### src/rtl/qpc_pkg.sv
package qpc_pkg;

  typedef enum logic [1:0] {
    STEP_HOLD = 2'd0,
    STEP_UP   = 2'd1,
    STEP_DOWN = 2'd2
  } step_e;

  // Strobes from control to datapath for one clock cycle
  typedef struct packed {
    logic loadPrev;  // capture the first settled phase state after reset
    logic sampleEn;  // sample phases and apply the decoded step
    logic popReq;    // consume the head of the request queue
    logic pushRsp;   // write the count snapshot into the response queue
  } qpc_strobe_t;

  // idx = {previous state, new state}, each state = {phaseA, phaseB}
  function automatic step_e decodeStep(input logic [3:0] idx);
    step_e s;
    case (idx)
      4'b0010, 4'b1011, 4'b1101, 4'b0100: s = STEP_UP;
      4'b0001, 4'b0111, 4'b1110, 4'b1000: s = STEP_DOWN;
      default:                            s = STEP_HOLD;
    endcase
    return s;
  endfunction

endpackage

### src/rtl/qpc_fifo.sv
module qpc_fifo #(
  parameter int W     = 32,
  parameter int DEPTH = 4
) (
  input  logic         clk,
  input  logic         rstN,
  input  logic         push,
  input  logic [W-1:0] pushData,
  input  logic         pop,
  output logic [W-1:0] popData,
  output logic         full,
  output logic         empty
);
  localparam int AW = $clog2(DEPTH);

  logic [W-1:0] mem [DEPTH];
  logic [AW:0]  wrPtr, rdPtr;
  logic         doPush, doPop;

  assign full    = (wrPtr[AW] != rdPtr[AW]) && (wrPtr[AW-1:0] == rdPtr[AW-1:0]);
  assign empty   = (wrPtr == rdPtr);
  assign doPush  = push && !full;
  assign doPop   = pop && !empty;
  assign popData = mem[rdPtr[AW-1:0]];

  always_ff @(posedge clk) begin
    if (doPush) mem[wrPtr[AW-1:0]] <= pushData;
  end

  always_ff @(posedge clk) begin
    if (!rstN) begin
      wrPtr <= '0;
      rdPtr <= '0;
    end else begin
      if (doPush) wrPtr <= wrPtr + 1'b1;
      if (doPop)  rdPtr <= rdPtr + 1'b1;
    end
  end

  AST_FIFO_LEVEL: assert property (@(posedge clk) disable iff (!rstN)
    (wrPtr - rdPtr) <= (AW+1)'(DEPTH));

  AST_FIFO_RESET_EMPTY: assert property (@(posedge clk)
    !rstN |=> empty);

endmodule

### src/rtl/qpc_ctrl.sv
module qpc_ctrl
  import qpc_pkg::*;
#(
  parameter int DIV_W = 16
) (
  input  logic             clk,
  input  logic             rstN,
  input  logic [DIV_W-1:0] divSel,
  input  logic             reqEmpty,
  input  logic             reqNonZero,
  input  logic             rspFull,
  output qpc_strobe_t      strb
);
  localparam logic [1:0] SETTLE_CYCLES = 2'd2;

  logic [1:0]       fillCnt;
  logic             primed;
  logic [DIV_W-1:0] divCnt;
  logic             tick;

  // Divider: one tick every divSel+1 clocks, every clock when divSel is 0
  assign tick = (divCnt >= divSel);

  always_ff @(posedge clk) begin
    if (!rstN) begin
      fillCnt <= '0;
      primed  <= 1'b0;
      divCnt  <= '0;
    end else begin
      if (!primed) begin
        if (fillCnt == SETTLE_CYCLES) primed  <= 1'b1;
        else                          fillCnt <= fillCnt + 1'b1;
      end
      if (tick) divCnt <= '0;
      else      divCnt <= divCnt + 1'b1;
    end
  end

  always_comb begin
    strb          = '0;
    strb.loadPrev = !primed && (fillCnt == SETTLE_CYCLES);
    strb.sampleEn = primed && tick;
    // a zero word is always consumable; a nonzero word waits for room
    strb.popReq   = !reqEmpty && (!reqNonZero || !rspFull);
    strb.pushRsp  = strb.popReq && reqNonZero;
  end

  AST_ZERO_DIV_EVERY_CLOCK: assert property (@(posedge clk) disable iff (!rstN)
    (primed && divSel == '0) |-> strb.sampleEn);

  AST_SAMPLE_SPACING: assert property (@(posedge clk) disable iff (!rstN)
    (strb.sampleEn && divSel != '0) |=> (divSel == '0 || !strb.sampleEn));

  AST_RSP_NO_OVERFLOW: assert property (@(posedge clk) disable iff (!rstN)
    strb.pushRsp |-> !rspFull);

  AST_REQ_HELD_WHILE_FULL: assert property (@(posedge clk) disable iff (!rstN)
    (!reqEmpty && reqNonZero && rspFull) |-> !strb.popReq);

  AST_ZERO_NO_RSP: assert property (@(posedge clk) disable iff (!rstN)
    (strb.popReq && !reqNonZero) |-> !strb.pushRsp);

  AST_PRIME_ONCE: assert property (@(posedge clk) disable iff (!rstN)
    strb.loadPrev |=> !strb.loadPrev);

endmodule

### src/rtl/qpc_datapath.sv
module qpc_datapath
  import qpc_pkg::*;
#(
  parameter int CNT_W = 32
) (
  input  logic             clk,
  input  logic             rstN,
  input  logic             phaseA,
  input  logic             phaseB,
  input  qpc_strobe_t      strb,
  output logic [CNT_W-1:0] countQ
);
  logic [1:0] syncMeta, syncState, prevState;
  step_e      stepSel;

  assign stepSel = decodeStep({prevState, syncState});

  always_ff @(posedge clk) begin
    if (!rstN) begin
      syncMeta  <= '0;
      syncState <= '0;
      prevState <= '0;
      countQ    <= '0;
    end else begin
      syncMeta  <= {phaseA, phaseB};
      syncState <= syncMeta;
      if (strb.loadPrev || strb.sampleEn) prevState <= syncState;
      if (strb.sampleEn) begin
        case (stepSel)
          STEP_UP:   countQ <= countQ + 1'b1;
          STEP_DOWN: countQ <= countQ - 1'b1;
          default:   countQ <= countQ;
        endcase
      end
    end
  end

  AST_COUNT_ONLY_ON_SAMPLE: assert property (@(posedge clk) disable iff (!rstN)
    !strb.sampleEn |=> $stable(countQ));

  AST_UNIT_STEP: assert property (@(posedge clk) disable iff (!rstN)
    strb.sampleEn |=> (countQ == $past(countQ) || countQ == $past(countQ) + CNT_W'(1)
                       || countQ == $past(countQ) - CNT_W'(1)));

  AST_DOUBLE_IGNORED: assert property (@(posedge clk) disable iff (!rstN)
    (strb.sampleEn && ((prevState ^ syncState) == 2'b11)) |=> $stable(countQ));

  AST_SAME_IGNORED: assert property (@(posedge clk) disable iff (!rstN)
    (strb.sampleEn && (prevState == syncState)) |=> $stable(countQ));

  AST_PRIME_NO_STEP: assert property (@(posedge clk) disable iff (!rstN)
    strb.loadPrev |=> (countQ == '0));

endmodule

### src/rtl/quad_position_counter.sv
module quad_position_counter
  import qpc_pkg::*;
#(
  parameter int CNT_W     = 32,
  parameter int REQ_W     = 32,
  parameter int DIV_W     = 16,
  parameter int REQ_DEPTH = 4,
  parameter int RSP_DEPTH = 4
) (
  input  logic             clk,
  input  logic             rstN,
  input  logic             phaseA,
  input  logic             phaseB,
  input  logic [DIV_W-1:0] divSel,
  input  logic             reqWrEn,
  input  logic [REQ_W-1:0] reqData,
  output logic             reqFull,
  input  logic             rspRdEn,
  output logic [CNT_W-1:0] rspData,
  output logic             rspEmpty
);
  qpc_strobe_t      strb;
  logic [REQ_W-1:0] reqHead;
  logic             reqEmpty, rspFull;
  logic [CNT_W-1:0] countQ;

  qpc_fifo #(.W(REQ_W), .DEPTH(REQ_DEPTH)) u_reqQ (
    .clk(clk), .rstN(rstN),
    .push(reqWrEn), .pushData(reqData),
    .pop(strb.popReq), .popData(reqHead),
    .full(reqFull), .empty(reqEmpty)
  );

  qpc_ctrl #(.DIV_W(DIV_W)) u_ctrl (
    .clk(clk), .rstN(rstN), .divSel(divSel),
    .reqEmpty(reqEmpty), .reqNonZero(|reqHead), .rspFull(rspFull),
    .strb(strb)
  );

  qpc_datapath #(.CNT_W(CNT_W)) u_dp (
    .clk(clk), .rstN(rstN), .phaseA(phaseA), .phaseB(phaseB),
    .strb(strb), .countQ(countQ)
  );

  qpc_fifo #(.W(CNT_W), .DEPTH(RSP_DEPTH)) u_rspQ (
    .clk(clk), .rstN(rstN),
    .push(strb.pushRsp), .pushData(countQ),
    .pop(rspRdEn), .popData(rspData),
    .full(rspFull), .empty(rspEmpty)
  );

endmodule

### config.mk
export PLATFORM = sky130hd
export DESIGN_NAME = quad_position_counter
export DESIGN_NICKNAME = d
export VERILOG_FILES = /design/src/rtl/qpc_pkg.sv /design/src/rtl/qpc_fifo.sv /design/src/rtl/qpc_ctrl.sv /design/src/rtl/qpc_datapath.sv /design/src/rtl/quad_position_counter.sv
export SDC_FILE = /design/constraint.sdc
export NUM_CORES = 1
export LEC_CHECK = 0
export BUFFER_PORTS_ARGS = -buffer_cell sky130_fd_sc_hd__clkbuf_2
export CAP_MARGIN = 40
export CORE_ASPECT_RATIO = 1.75
export CORE_MARGIN = 2
export CORE_UTILIZATION = 58
export CTS_CLUSTER_DIAMETER = 200
export DETAILED_ROUTE_END_ITERATION = 10
export PLACE_DENSITY = 0.88
export RECOVER_POWER = 50
export SLEW_MARGIN = 40
export SYNTH_ARGS = -nofsm -noshare
export SYNTH_HDL_FRONTEND = slang
export SYNTH_SLANG_ARGS = --single-unit
### constraint.sdc
create_clock -name clk -period 5.96 [get_ports clk]
set_input_delay 0.298 -clock clk [delete_from_list [all_inputs] [get_ports clk]]
set_output_delay 0.298 -clock clk [all_outputs]
set_load 0.005 [all_outputs]
-- Yosys cells after proc, flatten, opt, wreduce, memory -nomap -nowiden
Memory sizes are Yosys's and may differ from the RTL's. A register that Yosys moved wholly into a read port is not among the register bits.
Cells that the tools add are included.
- flip-flop bits (word level): 69
- memories kept: 3
- word-level logic and storage cells: 69
- input port bits: 54
- RAM bits: 256
- bits in read-only memories: 32
- output and inout port bits: 34
- memories (name ; words ; width ; rd ports ; clocked after Yosys merged registers in ; wr ports ; RTL line ; RTL):
    u_reqQ.mem ; 4 ; 32 ; 1 ; 1 ; 1 ; qpc_fifo.sv:16 ; logic [W-1:0] mem [DEPTH];
    u_rspQ.mem ; 4 ; 32 ; 1 ; 1 ; 1 ; qpc_fifo.sv:16 ;
    (no name shown) ; 16 ; 2 ; 1 ; 0 ; 0 ; qpc_pkg.sv:20 ; case (idx)
- muxes and demuxes: 11
- reductions and logical operators: 23
- equal/unequal tests: 9
- bitwise logic cells: 3
- $lt $le $gt $ge: 1
- add/subtract/negate cells: 8
- operators with widths (operator ; number):
    $pmux W32 S2 ; 1
    $add A32 B1 Y32 const B ; 1
    $reduce_or A32 Y1 ; 1
    $sub A32 B1 Y32 const B ; 1
    $add A16 B1 Y16 const B ; 1
    $ge A16 B16 Y1 ; 1
    $add A3 B1 Y3 const B ; 4
    $logic_and A1 B1 Y1 ; 10
    $mux W2 ; 4
    $eq A3 B3 Y1 ; 2
    $logic_not A1 Y1 ; 6
    $mux W1 ; 6
    $eq A2 B2 Y1 ; 2
    $eq A2 B2 Y1 const B ; 2
    $reduce_and A2 Y1 ; 2
    $not A1 Y1 ; 3
    $add A2 B1 Y2 const B ; 1
    $eq A2 B1 Y1 const B ; 1
    $logic_or A1 B1 Y1 ; 2
    $ne A1 B1 Y1 ; 2
    $reduce_bool A2 Y1 ; 1
    $reduce_or A2 Y1 ; 1

-- Logic depth before layout (Yosys ltp)
Gate-level depths: netlist of the first run.
- word-level depth: 9
- mapped depth: 18
- mapped depth without buffers: 13

-- Cells and area by module
Synthesis of the first run repeated with hierarchy kept, for this count alone.
- cell total of the unflattened synthesis: 1153
- area, all modules: 15587.4 µm²
- by module, submodules not included (module ; sequential area each (µm²) ; area an instance (µm²) ; cells each ; instances):
    qpc_fifo ; 4003.8 ; 5170.0 ; 235 ; 2
    qpc_datapath ; 760.7 ; 3951.3 ; 530 ; 1
    qpc_ctrl ; 380.4 ; 1221.2 ; 142 ; 1
    quad_position_counter ; 0.0 ; 75.1 ; 11 ; 1

-- Worst setup path before layout of the first run
Ideal clock, no wire load.
- path type: register to register
- start point: reg u_dp.syncState[1]
- end point: reg u_dp.countQ[22]
- library setup time: 0.071 ns
- path buffers: 5
- data required time: 5.889 ns
- arrival: 4.184 ns
- cell stages (with the launch flop): 19
- slack: 1.705 ns
- cell sequence: dfxtp_1 > xor2_1 > nor2_1 > ha_1 > clkbuf_1 > clkbuf_1 > buf_2 > clkbuf_1 > buf_1 > xor2_1 > ha_1 > or3_1 > a21oi_2 > o31ai_1 > o41a_1 > a21bo_2 > xnor2_1 > or3_1 > a21oi_1
- longest elaborated chain between the ends: 4
- elaborated cells between the ends (all ways): 6
- those cells by class: eq/ne: 2; mux: 1; reduce/logical: 2; memory: 1
- ends and longest elaborated chain (what ; RTL line ; RTL):
    start: declaration ; qpc_datapath.sv:13 ; logic [1:0] syncMeta, syncState, prevState;
    start signal: assignment ; qpc_datapath.sv:26 ; syncState <= syncMeta;
    $mem_v2 Z16 W2 * ; - ;
    $eq A2 B1 Y1 / $eq A2 B2 Y1 (equally long branches) ; qpc_datapath.sv:29 ; case (stepSel)
    $reduce_bool A2 Y1 (no line) ; - ;
    $reduce_and A2 Y1 (no line) ; - ;
    end signal: assignment ; qpc_datapath.sv:30 ; STEP_UP: countQ <= countQ + 1'b1;
    end signal: assignment ; qpc_datapath.sv:31 ; STEP_DOWN: countQ <= countQ - 1'b1;
    end signal: assignment ; qpc_datapath.sv:32 ; default: countQ <= countQ;
    end: declaration ; qpc_datapath.sv:11 ; output logic [CNT_W-1:0] countQ
Every way passes the cells marked *; elsewhere a longest branch is shown, timed or not.
A chain may end at the register's enable or synchronous reset.

-- Final worst setup path of the first run
- start point: reg u_dp.syncState[1]
- end point: reg u_dp.countQ[28]
The elaborated chain is that of the path after synthesis.

==> run summary, run 1 <==
CP endpoint = u_dp.countQ[28]
Yosys cell types = 69
Max Cap Viol = 3
synthesized flop and latch total = 329
Setup crit end kind = register
synth top area cells = edfxtp_1 54%, dfxtp_1 10%, mux4_2 5.1%, ha_1 2.7%, nor2_1 2.4%
initial antenna violation count = 0
final setup violation count = 0
Mapped Avg Cell Area = 13.4 µm²
Setup crit start kind = register
initial DRC count = 808
Synth Area in XOR/XNOR = 0.0360
Nets = 1243
Final Hold Fails = 0
worst r2r src = u_dp.syncState[1]
top-count cell post-synth = edfxtp_1
Post-Synth Adder-Cell Area = 0.0275
DR vias = 9096
I/O pin cnt = 88
Seq/Total Area, Yosys = 0.648
Critical Path Source = u_dp.syncState[1]
core area = 0.0239 mm²
largest net degree at the start of global routing = 71
vias in the first global route = 9170
async set-reset flop share out of synthesis = 0
Final Cycle Share = 0.625
multiplexer share of the synthesized area = 0.0582
critical path type = reg -> reg
clock tree root buffer cell = clkbuf_16
GPL Wtd Cong = 0.925
worst-path maximum fanout = 70
reg2reg path depth = 12
Post-Syn Nets = 1140
total negative slack = 0 ns
R2R Setup Slk = 2.24 ns
Warnings, synthesis = 0
Routed Wire Length = 31000 µm
remaining antenna violation count = 0
largest family of logic cells by synthesized area = simple AND/OR/NAND/NOR gates
Vias per Instance = 6.11
share of cells above drive strength 1 = 0.131
Final Critical Period = 3.72 ns
post-layout util = 0.668
starting density of the core = 0.590
worst vdd ir = 0.000294 V
Antenna Cells = 0
CTS tree = yes
Yosys top cell by area = edfxtp_1
Layout fillers = 1641
# H-tree levels = 1
setup bufs post-CTS = 0
CP required = 6.47 ns
hold crit path type = in -> reg
CP arrival = 4.23 ns
row cnt = 75
port bufs = 87
WL/cell = 20.8 µm
Die X = 122 µm
Clock Latency Late Sink = 0.57 ns
Synth Area in Simple Gates = 0.119
Pre-Repair DR Iteration Count = 5
RSZ-0062 raised after global routing = no
Primary FF master, synth = edfxtp_1
Die ar. = 0.0256 mm²
Post-Syn Instances = 1055
DRC viols = 0
Worst-path clk slew = 0.07 ns
post-synth top area share = 0.545
Total GRT Usage = 0.247
Leak = 5.38 nW
Max Buffers Root-to-Sink = 3
final clock skew = 0.0265 ns
HPWL after detailed placement = 20600 µm
Max Slew Vio Count = 99
fmax = 269 MHz
CTS Hold Buffers Added = 31
cts repair resizes = 0
Critical R2R Capture = u_dp.countQ[28]
first-pass GRT wire length = 48500 µm
relative slew slack = -0.231
Synth Area in Compound Gates = 0.0844
chip height = 210 µm
Mapped Area = 0.0141 mm²
P&R area growth vs syn = 13.4%
outcome = complete, but fails checks
EDFF count, synth = 256
clock sinks = 329
GR Overflow Total = 0
failing checks = capacitance limit, slew limit
Power Dens Cells = 363 mW/mm²
most frequent cells after synthesis = 256 x edfxtp_1, 89 x nor2_1, 73 x dfxtp_1
hold depth = 4
CTS buffer count = 28
Slew @ Worst Pin = 1.85 ns
==> final cells by class <==
| class | count | area (µm²) | area share |
|---|---|---|---|
| well taps | 308 | 385 | 0.0241 |
| multi-input cells | 628 | 4610 | 0.288 |
| clock inverters | 13 | 124 | 0.00774 |
| repair buffers | 135 | 832 | 0.0520 |
| inverters | 36 | 135 | 0.00845 |
| clock buffers | 39 | 762 | 0.0476 |
| flip-flops and latches | 329 | 9150 | 0.572 |
==> cells by family (layout without fill, tap and decap cells) <==
group / after synthesis / after routing
AO/OA/AOI/OAI: 184 / 184
XOR/XNOR: 58 / 58
adder cells (fa/ha/maj): 31 / 31
buffers and inverters: 98 / 223
flip-flops: 329 / 329
multiplexers: 42 / 42
AND/OR/NAND/NOR: 313 / 313
==> worst min path at each step <==
stage                     start                end
2_1_floorplan        reqData[0]   u_reqQ.mem[0][0]
3_3_place_gp   u_dp.syncMeta[1]  u_dp.syncState[1]
3_5_place_dp   u_dp.syncMeta[0]  u_dp.syncState[0]
4_1_cts              reqData[4]   u_reqQ.mem[1][4]
5_1_grt              reqData[4]   u_reqQ.mem[1][4]
6_report                rspRdEn    u_rspQ.rdPtr[2]
==> stage by stage <==
| stage | cells | total power, W | setup slack (ns) | hold slack [ns] | instance area (µm²) |
|---|---|---|---|---|---|
| floorplan | 1055 | 0.00363 | 1.71 | 0.397 | 14100 |
| global route | 1488 | 0.00604 | 1.96 | 0.0751 | 16000 |
| finish | 1488 | 0.00580 | 2.24 | 0.0645 | 16000 |
| global placement | 1402 | 0.00401 | 2.38 | 0.422 | 14800 |
| CTS | 1487 | 0.00585 | 2.28 | 0.0104 | 16000 |
| detailed placement | 1404 | 0.00408 | 2.29 | 0.437 | 14800 |
==> power by group <==
part / leakage [nW] / switching, W / internal (W)
sequential: 2.93 / 0.000123 / 0.00286
clock: 0.431 / 0.000799 / 0.000949
combinational: 2.02 / 0.000619 / 0.000459
==> layout by cell type (no fill, tap or decap), types with 7 or more instances in the layout <==
master	netlist	routed
dlygate4sd3_1	0	31
nor3_1	24	24
a21oi_1	42	42
nor4_1	36	36
clkbuf_2	0	53
clkbuf_1	48	46
and4b_1	7	7
dfxtp_1	73	72
a22oi_1	8	8
nand3_1	19	19
nand4_1	15	15
nand2_1	31	31
xor2_1	21	21
clkbuf_16	0	28
nor2_1	89	85
or3_1	28	28
o22ai_1	10	10
inv_1	35	35
o21ai_0	53	53
nand2b_1	8	8
mux4_2	32	32
and3_1	13	13
xnor2_1	37	37
buf_4	0	11
a211oi_1	7	7
edfxtp_1	256	256
ha_1	31	30
mux2i_1	10	10
==> state kept, by name (all words and copies together) (netlist names), named ones only <==
register and count:
u_ctrl.fillCnt 2, u_dp.syncState 2, u_reqQ.rdPtr 3, u_ctrl.divCnt 16
u_reqQ.mem 128, u_dp.prevState 2, u_dp.syncMeta 2, u_dp.countQ 32
u_rspQ.mem 128, u_rspQ.rdPtr 3, u_ctrl.primed 1, u_reqQ.wrPtr 3
u_rspQ.wrPtr 3
==> routing by layer <==
| layer | up-vias | share of wire | GRT usage |
|---|---|---|---|
| li1 | 4234 | - | - |
| met1 | 4437 | 0.34 | 0.252 |
| met2 | 333 | 0.57 | 0.479 |
| met3 | 92 | 0.050 | 0.0352 |
| met4 | 0 | 0.049 | 0.115 |
| met5 | - | 0 | 0 |
==> critical path, stage by stage (launching register included) <==
cell      delay, ns
dfxtp_1        0.32
xor2_1         0.17
nor2_1         0.14
ha_2           0.26
buf_4          0.57
or3b_1         0.44
o32a_1         0.29
o31a_1         0.29
o31a_1         0.37
nor3_1         0.23
a211oi_1       0.08
o31ai_1        0.27
mux2i_1        0.21
Note: power is estimated with default switching activity, not from simulation.
==> run 2: changes to the inputs <==
Settings changed: CORE_UTILIZATION 58 to 55, PLACE_DENSITY 0.88 to 0.87.
Clock period 5.96 ns to 3.04 ns, I/O delays scaled along.
==> run summary, run 2 (synthesized netlist as in run 1, its figures left out) <==
Met1 Wirelength = 11200 µm (was 10400 µm)
first-pass GRT wire length = 51200 µm (was 48500 µm)
worst-path maximum fanout = 4 (was 70)
row cnt = 77 (was 75)
Die X = 125 µm (was 122 µm)
Max Buffers Root-to-Sink = 3 (unchanged)
clock tree root buffer cell = clkbuf_16 (unchanged)
Power Dens Cells = 705 mW/mm² (was 363 mW/mm²)
metal3 WL = 1890 µm (was 1560 µm)
commonest cells after routing, fill and taps aside = 256 x edfxtp_1, 83 x nor2_1, 68 x dfxtp_1 (was 256 x edfxtp_1, 85 x nor2_1, 72 x dfxtp_1)
Final Hold Fails = 0 (unchanged)
GPL Wtd Cong = 0.905 (was 0.925)
remaining antenna violation count = 0 (unchanged)
Max Slew Vio Count = 0 (was 99)
CTS buffer count = 27 (was 28)
vias in the first global route = 9695 (was 9170)
Pre-Repair DR Iteration Count = 8 (was 5)
Leak = 5.78 nW (was 5.38 nW)
Nets = 1300 (was 1243)
HPWL after detailed placement = 22000 µm (was 20600 µm)
Critical Path Source = u_dp.prevState[0] (was u_dp.syncState[1])
Clock Latency Late Sink = 0.55 ns (was 0.57 ns)
Final Critical Period = 3.20 ns (was 3.72 ns)
metal2 WL = 18800 µm (was 17500 µm)
largest net degree at the start of global routing = 33 (was 71)
Post-Layout Cell Count = 1552 (was 1488)
fmax = 313 MHz (was 269 MHz)
Routed Wire Length = 33700 µm (was 31000 µm)
core area = 0.0252 mm² (was 0.0239 mm²)
Inst Count DP = 1453 (was 1404)
Final Cycle Share = 1.05 (was 0.625)
outcome = complete, but fails checks (unchanged)
Slew @ Worst Pin = 0.823 ns (was 1.85 ns)
Total GRT Usage = 0.240 (was 0.247)
worst r2r src = u_dp.prevState[0] (was u_dp.syncState[1])
CP required = 3.51 ns (was 6.47 ns)
starting density of the core = 0.559 (was 0.590)
Design Power = 0.0119 W (was 0.00580 W)
reg2reg path depth = 13 (was 12)
DR vias = 9728 (was 9096)
Worst Hold End = u_dp.countQ[29] (was u_rspQ.rdPtr[2])
Highest Signal Layer = met4 (unchanged)
chip height = 216 µm (was 210 µm)
P&R area growth vs syn = 19.6% (was 13.4%)
port bufs = 87 (unchanged)
GR Overflow Total = 0 (unchanged)
I/O pin cnt = 88 (unchanged)
Setup crit end kind = register (unchanged)
relative slew slack = 0.451 (was -0.231)
CTS tree = yes (unchanged)
failing checks = setup timing (was capacitance limit, slew limit)
# H-tree levels = 1 (unchanged)
hold depth = 3 (was 4)
final clock skew = 0.0220 ns (was 0.0265 ns)
critical path type = reg -> reg (unchanged)
WHS = 0.0836 ns (was 0.0645 ns)
DRC viols = 0 (unchanged)
Vias per Instance = 6.27 (was 6.11)
CP arrival = 3.67 ns (was 4.23 ns)
Die ar. = 0.0270 mm² (was 0.0256 mm²)
initial DRC count = 872 (was 808)
R2R Setup Slk = -0.16 ns (was 2.24 ns)
share of cells above drive strength 1 = 0.209 (was 0.131)
Critical R2R Capture = u_dp.countQ[20] (was u_dp.countQ[28])
final setup violation count = 9 (was 0)
Final WS setup = -0.157 ns (was 2.24 ns)
Worst-path clk slew = 0.07 ns (about the same)
RSZ-0062 raised after global routing = yes (was no)
commonest non-fill, non-tap cell in the layout = edfxtp_1 (unchanged)
total negative slack = -0.773 ns (was 0 ns)
Hold Path Origin = rstN (was rspRdEn)
Max Cap Viol = 0 (was 3)
clock sinks = 329 (unchanged)
hold crit path type = in -> reg (unchanged)
Antenna Cells = 0 (unchanged)
WL/cell = 21.7 µm (was 20.8 µm)
worst vdd ir = 0.000484 V (was 0.000294 V)
initial antenna violation count = 0 (unchanged)
Setup crit start kind = register (unchanged)
[run 2: changes by cell type in the layout (fill, tap and decap cells not counted), moves of 5 or more]
cell       before  now
buf_4          11   60
clkbuf_1       46   37
o21ai_0        53   47
bufinv_16       1    6
[run 2: area by class of cell]
class                      instances  area (µm²)
inverter                          36         135
tap                              316         395
clock buffer                      33         718
sequential                       329        9160
multi-input combinational        628        4870
clock inverter                    17         245
fill                            1675        8370
timing repair buffer             193        1360
[run 2: critical path, stage by stage (launching register included)]
cell and delay [ns]:
dfxtp_2 0.34, xor2_2 0.19, nor2_2 0.15, ha_4 0.19
buf_6 0.09, or3b_4 0.37, o32a_1 0.30, o31a_1 0.30
o31a_1 0.37, o21ai_2 0.19, buf_4 0.13, xnor2_1 0.07
or3_1 0.31, a21oi_1 0.12
[run 2: routing by layer]
layer / global-route usage / up-vias
li1: - / 4340
met1: 0.250 / 4732
met2: 0.471 / 512
met3: 0.0270 / 144
met4: 0.114 / 0
met5: 0 / -
[run 2: report_power, final]
group / switching (W) / internal [W]
logic: 0.00125 / 0.00102
registers: 0.000252 / 0.00559
clock network: 0.00159 / 0.00220
[run 2: repair_timing]
action / in CTS / in global routing
hold buffers: 35 / 0
hold endpoints to repair: 133 / 0
setup buffers: 1 / 13
gates resized for setup: 15 / 46
setup endpoints to repair: 12 / 27
pin swaps: 2 / 25
[run 2: per-stage QoR]
stage | util | setup slack [ns] | instance area (µm²)
global route | 0.669 | -0.268 | 16900
detailed placement | 0.603 | -0.0931 | 15200
floorplan | - | -0.565 | 14200
CTS | 0.658 | -0.0968 | 16600
global placement | 0.602 | -0.0500 | 15200
finish | 0.669 | -0.157 | 16900
[run 2: worst max-delay path by stage]
stage                            endpoint  cells after the start
after floorplan           u_dp.countQ[22]                     18
after global placement    u_dp.countQ[22]                     13
final                     u_dp.countQ[20]                     13
after global routing      u_dp.countQ[22]                     13
after CTS                 u_dp.countQ[31]                     12
after detailed placement  u_dp.countQ[22]                     13
==> run 3: changes to the inputs <==
Settings changed: CTS_BUF_LIST from default to sky130_fd_sc_hd__clkbuf_4 sky130_fd_sc_hd__clkbuf_8 sky130_fd_sc_hd__clkbuf_16.
==> run summary, run 3 (synthesized netlist as in run 1, its figures left out) <==
outcome = complete, but fails checks (unchanged)
failing checks = setup timing (unchanged)
P&R area growth vs syn = 19.8% (was 19.6%)
Pre-Repair DR Iteration Count = 8 (unchanged)
Post-Layout Cell Count = 1552 (unchanged)
critical path's slowest cell = or3b_4 (unchanged)
clock sinks = 329 (unchanged)
Power Dens Cells = 707 mW/mm² (was 705 mW/mm²)
core area = 0.0252 mm² (unchanged)
row cnt = 77 (unchanged)
Max Buffers Root-to-Sink = 3 (unchanged)
commonest non-fill, non-tap cell in the layout = edfxtp_1 (unchanged)
Leak = 5.77 nW (was 5.78 nW)
WL/cell = 21.9 µm (was 21.7 µm)
Setup crit start kind = register (unchanged)
relative slew slack = 0.399 (was 0.451)
final setup violation count = 8 (was 9)
final clock skew = 0.0213 ns (was 0.0220 ns)
R2R Setup Slk = -0.15 ns (was -0.16 ns)
Final Critical Period = 3.19 ns (was 3.20 ns)
clock tree root buffer cell = clkbuf_16 (unchanged)
Final Hold Fails = 0 (unchanged)
largest net degree at the start of global routing = 33 (unchanged)
vias in the first global route = 9711 (was 9695)
share of cells above drive strength 1 = 0.213 (was 0.209)
initial DRC count = 883 (was 872)
Final WS setup = -0.145 ns (was -0.157 ns)
Max Cap Viol = 0 (unchanged)
Slew @ Worst Pin = 0.900 ns (was 0.823 ns)
max incr delay on CP = 0.37 ns (about the same)
Antenna Cells = 0 (unchanged)
worst-path maximum fanout = 4 (unchanged)
Max Slew Vio Count = 0 (unchanged)
fmax = 314 MHz (was 313 MHz)
Inst Count DP = 1453 (unchanged)
GPL Wtd Cong = 0.905 (unchanged)
remaining antenna violation count = 0 (unchanged)
DRC viols = 0 (unchanged)
worst vdd ir = 0.000483 V (was 0.000484 V)
CTS tree = yes (unchanged)
Final Cycle Share = 1.05 (about the same)
CP cell instances = xor2_2 > nor2_2 > ha_4 > buf_4 > or3b_4 > o32a_1 > o31a_1 > o31a_1 > o21ai_2 > buf_4 > xnor2_1 > or3_1 > a21oi_1 (was xor2_2 > nor2_2 > ha_4 > buf_6 > or3b_4 > o32a_1 > o31a_1 > o31a_1 > o21ai_2 > buf_4 > xnor2_1 > or3_1 > a21oi_1)
total negative slack = -0.645 ns (was -0.773 ns)
GR Overflow Total = 0 (unchanged)
starting density of the core = 0.559 (unchanged)
Vias per Instance = 6.22 (was 6.27)
Design Power = 0.0119 W (about the same)
Setup crit end kind = register (unchanged)
Worst-path clk slew = 0.07 ns (about the same)
Routed Wire Length = 33900 µm (was 33700 µm)
first-pass GRT wire length = 51400 µm (was 51200 µm)
Die X = 125 µm (unchanged)
port bufs = 87 (unchanged)
commonest cells after routing, fill and taps aside = 256 x edfxtp_1, 83 x nor2_1, 68 x dfxtp_1 (unchanged)
DR vias = 9650 (was 9728)
HPWL after detailed placement = 22000 µm (unchanged)
chip height = 216 µm (unchanged)
initial antenna violation count = 0 (unchanged)
CP required = 3.51 ns (about the same)
CTS buffer count = 27 (unchanged)
I/O pin cnt = 88 (unchanged)
Clock Latency Late Sink = 0.55 ns (about the same)
Nets = 1300 (unchanged)
# H-tree levels = 1 (unchanged)
critical path type = reg -> reg (unchanged)
RSZ-0062 raised after global routing = yes (unchanged)
Total GRT Usage = 0.241 (was 0.240)
hold crit path type = in -> reg (unchanged)
CP arrival = 3.66 ns (was 3.67 ns)
Die ar. = 0.0270 mm² (unchanged)
[run 3: cell types whose count changed in the layout (fill, tap and decap cells not counted), moves of 2 or more]
cell,change
a21oi_1,-6
clkbuf_1,+2
a21oi_2,+6
clkbuf_4,+4
buf_4,-6
[run 3: stage by stage]
stage               setup WS [ns]  hold WS (ns)  area (µm²)  utilization
floorplan                  -0.565         0.251       14200            -
global placement          -0.0500         0.367       15200        0.602
detailed placement        -0.0931         0.364       15200        0.603
CTS                       -0.0963        0.0783       16600        0.659
global route               -0.269         0.109       16900        0.670
finish                     -0.145        0.0806       16900        0.670
[run 3: area by class of cell]
class,instances,area (µm²)
Sequential cell,329,9160
Fill cell,1675,8340
Multi-Input combinational cell,628,4900
Timing Repair Buffer,193,1340
Clock buffer,33,733
Tap cell,316,395
Clock inverter,17,245
Inverter,36,135
[run 3: critical path, delay by kind of cell (launching register included)]
family          cells  cell delay, ns
compound gates      5            1.26
simple gates        3            0.83
flops               1            0.34
xor+xnor            2            0.26
buf+inv             2            0.23
fa+ha+maj           1            0.18
[run 3: worst paths after layout]
path,startpoint,end,depth (start not counted)
max,u_dp.prevState[0],u_dp.countQ[20],13
min,rstN,u_dp.countQ[29],3
max reg2reg,u_dp.prevState[0],u_dp.countQ[20],13
min reg2reg,u_dp.syncMeta[1],u_dp.syncState[1],1
[run 3: timing repair]
item | 4_1_cts | 5_1_grt
hold buffers | 35 | 0
pin swaps | 2 | 25
resized for setup | 15 | 53
endpoints found under the setup margin | 12 | 27
setup buffers | 1 | 13
endpoints found under the hold margin | 133 | 0
[run 3: power breakdown]
part,internal (W),leakage [nW],switching (W)
clock network,0.00224,0.484,0.00158
logic,0.00102,2.35,0.00126
registers,0.00559,2.94,0.000257
total,0.00885,5.77,0.00310
[run 3: routing by layer]
metal  wire length (µm)  vias up  GRT usage  part of all wire
li1                   -     4344          -                 -
met1              11200     4712      0.251              0.33
met2              19200      464      0.473              0.57
met3               1830      130     0.0288             0.054
met4               1660        0      0.110             0.049
met5                  0        -          0                 0
